### src/rtl/xonxoff_pair_ctl.sv
module xonxoff_pair_ctl #(
  parameter int W = 8
) (
  input  logic         clk,
  input  logic         rst_n,
  input  logic [W-1:0] xoff_a,
  input  logic [W-1:0] xoff_b,
  input  logic [W-1:0] xon_a,
  input  logic [W-1:0] xon_b,
  input  logic         rx_valid,
  input  logic [W-1:0] rx_byte,
  input  logic         rxq_high,
  input  logic         tx_busy,
  input  logic         ins_ack,
  output logic         tx_pause,
  output logic [1:0]   fwd_cnt,
  output logic [W-1:0] fwd_first,
  output logic [W-1:0] fwd_second,
  output logic         ins_valid,
  output logic [W-1:0] ins_byte
);

  typedef enum logic [1:0] {M_IDLE, M_ON, M_OFF} mst_t;
  typedef enum logic [1:0] {I_IDLE, I_FIRST, I_SECOND} ist_t;

  mst_t         m_st;
  ist_t         i_st;
  logic [W-1:0] hold;
  logic         sent_off, pair_off;

  wire  is_lead  = (rx_byte == xon_a) || (rx_byte == xoff_a);
  wire  mst_t nxt = (rx_byte == xon_a) ? M_ON : M_OFF;
  wire  tail_hit = (m_st == M_ON  && rx_byte == xon_b) ||
                   (m_st == M_OFF && rx_byte == xoff_b);

  always_ff @(posedge clk) begin
    if (!rst_n) begin
      m_st       <= M_IDLE;
      tx_pause   <= 1'b0;
      fwd_cnt    <= 2'd0;
      fwd_first  <= '0;
      fwd_second <= '0;
      hold       <= '0;
    end else begin
      fwd_cnt <= 2'd0;
      if (rx_valid) begin
        if (m_st == M_IDLE) begin
          if (is_lead) begin
            m_st <= nxt;
            hold <= rx_byte;
          end else begin
            fwd_cnt   <= 2'd1;
            fwd_first <= rx_byte;
          end
        end else if (tail_hit) begin
          tx_pause <= (m_st == M_OFF);
          m_st     <= M_IDLE;
        end else begin
          fwd_first <= hold;
          if (is_lead) begin
            fwd_cnt <= 2'd1;
            m_st    <= nxt;
            hold    <= rx_byte;
          end else begin
            fwd_cnt    <= 2'd2;
            fwd_second <= rx_byte;
            m_st       <= M_IDLE;
          end
        end
      end
    end
  end

  always_ff @(posedge clk) begin
    if (!rst_n) begin
      i_st     <= I_IDLE;
      sent_off <= 1'b0;
      pair_off <= 1'b0;
    end else begin
      case (i_st)
        I_IDLE: if (!tx_busy && (rxq_high != sent_off)) begin
          i_st     <= I_FIRST;
          pair_off <= rxq_high;
          sent_off <= rxq_high;
        end
        I_FIRST:  if (ins_ack) i_st <= I_SECOND;
        I_SECOND: if (ins_ack) i_st <= I_IDLE;
        default:  i_st <= I_IDLE;
      endcase
    end
  end

  assign ins_valid = (i_st != I_IDLE);
  assign ins_byte  = pair_off ? ((i_st == I_FIRST) ? xoff_a : xoff_b)
                              : ((i_st == I_FIRST) ? xon_a  : xon_b);

  a_r6_offer_held: assert property (@(posedge clk) disable iff (!rst_n)
    (ins_valid && !ins_ack) |=> (ins_valid && $stable(ins_byte)));

  a_r8_start_when_idle: assert property (@(posedge clk) disable iff (!rst_n)
    $rose(ins_valid) |-> !$past(tx_busy));

  a_r9_pause_only_after_rx: assert property (@(posedge clk) disable iff (!rst_n)
    !$past(rx_valid) |-> $stable(tx_pause));

  a_r5_fwd_only_after_rx: assert property (@(posedge clk) disable iff (!rst_n)
    !$past(rx_valid) |-> (fwd_cnt == 2'd0));

endmodule

### config.mk
export PLATFORM = sky130hd
export DESIGN_NAME = xonxoff_pair_ctl
export DESIGN_NICKNAME = d
export VERILOG_FILES = /design/src/rtl/xonxoff_pair_ctl.sv
export SDC_FILE = /design/constraint.sdc
export NUM_CORES = 1
export LEC_CHECK = 0
export BUFFER_PORTS_ARGS = -buffer_cell sky130_fd_sc_hd__buf_2
export CORE_MARGIN = 10
export CORE_UTILIZATION = 53
export CTS_CLUSTER_SIZE = 20
export DETAILED_ROUTE_END_ITERATION = 16
export GPL_TIMING_DRIVEN = 1
export PLACE_DENSITY = 0.95
export SLEW_MARGIN = 20
export SYNTH_ARGS = -nofsm -noshare
export SYNTH_HDL_FRONTEND = slang
export SYNTH_SLANG_ARGS = --single-unit
### constraint.sdc
create_clock -name clk -period 3.16 [get_ports clk]
set_input_delay 0.632 -clock clk [delete_from_list [all_inputs] [get_ports clk]]
set_output_delay 0.632 -clock clk [all_outputs]
set_load 0.05 [all_outputs]
==> flow_summary.toml <==
[run_status]
outcome = "completed"

[power]
p_per_area_nw_per_um2 = 431
seq_power_share_pct = 39.3
internal_power_mw = 0.742
combPwrFrac_pct = 24.5
switching_power_mw = 0.333
swShare_pct = 31.0
p_leak_nw = 1.06
irDropWorstVdd_mv = 0.340
pwr-share-clk_pct = 36.2

[final_layout]
final_layout_size_suffix_gt1_share_pct = 36.0
fillers = 298
final_cells = 334
multi_input_area_sq_um = 1280
regArea_sq_um = 641
area_delta_synth_final_pct = 23.4
diodes = 0
finish.net_count = 331

[global_routing]
grt_pass1_wl_microns = 9400
grt_max_degree = 23
antenna_found_initial = 0
first_global_vias = 1941
grt_overflow = 0
grt.total_usage_pct = 17.7

[cts]
cts_hold_buf = 0
clk_pin_slew_worst_paths_ps = 70
clockRootBuffer = "clkbuf_8"
clock_sinks = 32
cts_buffer_depth = 2
ctsResizeCount = 0
post_cts_buffers = 0
clock_latency_ps = 280
cts_tree = "yes"
numCtsBuffers = 5
cts_max_level = 2

[route]
routedWlPerCell_microns = 18.1
routed_wl_microns = 6030
drc = 0
vias_per_cell = 5.84
drtIter0Drc = 215
dr.pass1.iters = 4
postRouteAntennaNets = 0
vias = 1949

[worst_setup_path]
rr_endpoint = "fwd_second[2]"
worst_path_max_delay_cell = "mux4_2"
crit_chain = "nor2b_1 > mux4_2 > buf_2"
worstPathArrival_ps = 1930
cpPeakStageDelay_ps = 560
r2r_cells = 7
cp-start-kind = "flop"
startpoint = "i_st[0]"
rrSetupSlack_ps = 1140
crit_path_end_kind = "output pin"
path_class = "reg -> out"
worstPathMaxFanout = 6
timing.rr.start = "m_st[0]"
required_ps = 2530

[placement]
routabilityCongestion = 0.922
dp_hpwl_microns = 4720
dpl_worst_slack_ps = 384
port-buffer-count = 73
dpl.cell_count = 326

[synthesis]
synth_nets = 266
yosysSeqAreaShare_pct = 31.7
yosys_register_bits = 32
yosysTopAreaCellShare_pct = 31.7
synth-edff-count = 0
synth_ff_type = "dfxtp_1"
synth.most_common_cell = "nand2_1"
synth_area_leaders = "dfxtp_1, mux2i_1, xnor2_1"
syn_avg_cell_area_sq_um = 9.19
async_flop_share_pct = 0
ys_types = 34
syn_inst = 220
yosysWarnings = 0
netlist_top_cells_count = "nand2_1, dfxtp_1, mux2i_1"
yosysTopAreaCell = "dfxtp_1"
syn_area_sq_um = 2020

[floorplanning]
ioPinCount = 74
die_h_microns = 81.8
initial_utilization_pct = 54.8
coreArea_sq_um = 3690
die_w_microns = 81.8
die_area_sq_um = 6690
rows = 22

[sta]
maxSlewViolCount = 0
fin_tns_setup_ps = 0
fin_worst_skew_ps = 2.59
rsz0062_at_grt = "no"
setup_slack_ps = 594
timing.final.crit_period_ps = 2570
maxSlewHeadroom_pct = 49.5
hold_viol = 0
setup_viol = 0
post-route-period-util_pct = 81.2
worstMarginPinSlew_ps = 753
max_freq_ghz = 0.390

[min_path]
hold_depth = 2
hold_class = "reg -> reg"
worstHoldStart = "fwd_second[0]"
min_to = "fwd_second[0]"

[job]
drv_cap = 0
==> final cells by class <==
type / count / share of cell area, %
Timing Repair Buffer: 77 / 15.8
Sequential cell: 32 / 25.7
Tap cell: 48 / 2.41
Inverter: 3 / 0.451
Multi-Input combinational cell: 166 / 51.2
Clock inverter: 3 / 1.71
Clock buffer: 5 / 2.76
==> how the worst max path moves through the flow <==
stage                             end  slack, ps  cells after the start
after global routing      ins_byte[2]        430                      3
after floorplan            fwd_cnt[1]        920                      8
final                     ins_byte[2]        590                      3
after CTS                 ins_byte[2]        550                      3
after global placement     fwd_cnt[1]        400                      8
after detailed placement   fwd_cnt[1]        380                      8
==> worst max-delay path: cells and delay by family (launching register included) <==
kind | cells | cell delay, ps
buffers and inverters | 1 | 220
AND/OR/NAND/NOR | 1 | 460
flip-flops | 1 | 410
multiplexers | 1 | 560
==> cell families (layout without fill, tap and decap cells) <==
family                 after synthesis  in the layout  synth area share [%]
flip-flops                          32             32                  31.7
XOR/XNOR                            33             33                  14.3
AO/OA/AOI/OAI                       24             24                  9.22
buffers and inverters               22             88                  5.20
AND/OR/NAND/NOR                     76             76                  18.3
multiplexers                        33             33                  21.3
==> stage by stage <==
stage	cell area, sq um	hold WS (ps)	utilization [%]	power (mW)
after detailed placement	2380	449	64.6	0.694
final	2490	457	67.6	1.08
after floorplan	2020	447	-	0.617
after global placement	2380	443	64.6	0.689
after CTS	2490	459	67.6	1.08
after global routing	2490	473	67.6	1.12
==> power by group through the flow <==
stage | clock, mW | sequential [mW] | combinational [mW]
finish | 0.389 | 0.423 | 0.264
global route | 0.413 | 0.425 | 0.280
CTS | 0.395 | 0.423 | 0.263
detailed placement | 0 | 0.432 | 0.261
global placement | 0 | 0.432 | 0.258
floorplan | 0 | 0.452 | 0.165
==> flip-flops by register name, summed over array words and instances, names as in the netlist <==
register,flops
hold,8
tx_pause,1
pair_off,1
fwd_cnt,2
m_st,2
fwd_second,8
fwd_first,8
i_st,2
==> cell usage in the layout (no fill, tap or decap), types with 2 or more instances in the layout <==
cell,n
nand3_1,10
mux4_2,8
clkbuf_8,5
xor2_1,12
buf_4,4
xnor2_1,21
mux2i_1,25
nor2_1,7
nand4_1,6
nand2_1,35
buf_2,73
dfxtp_1,32
nor3b_1,2
a31o_2,8
inv_1,3
nor3_1,3
nor4_1,2
o211ai_1,8
a21boi_0,3
nor2b_1,3
==> per-layer routing <==
layer  part of all wire, %  vias to the layer above  global-route usage, %
met1                    37                      965                   20.6
met4                   1.9                        0                   6.80
met3                   5.3                       10                   3.82
met2                    55                       67                   30.9
li1                      -                      907                      -
met5                     0                        -                      0
Power figures use the tool's default switching activity.
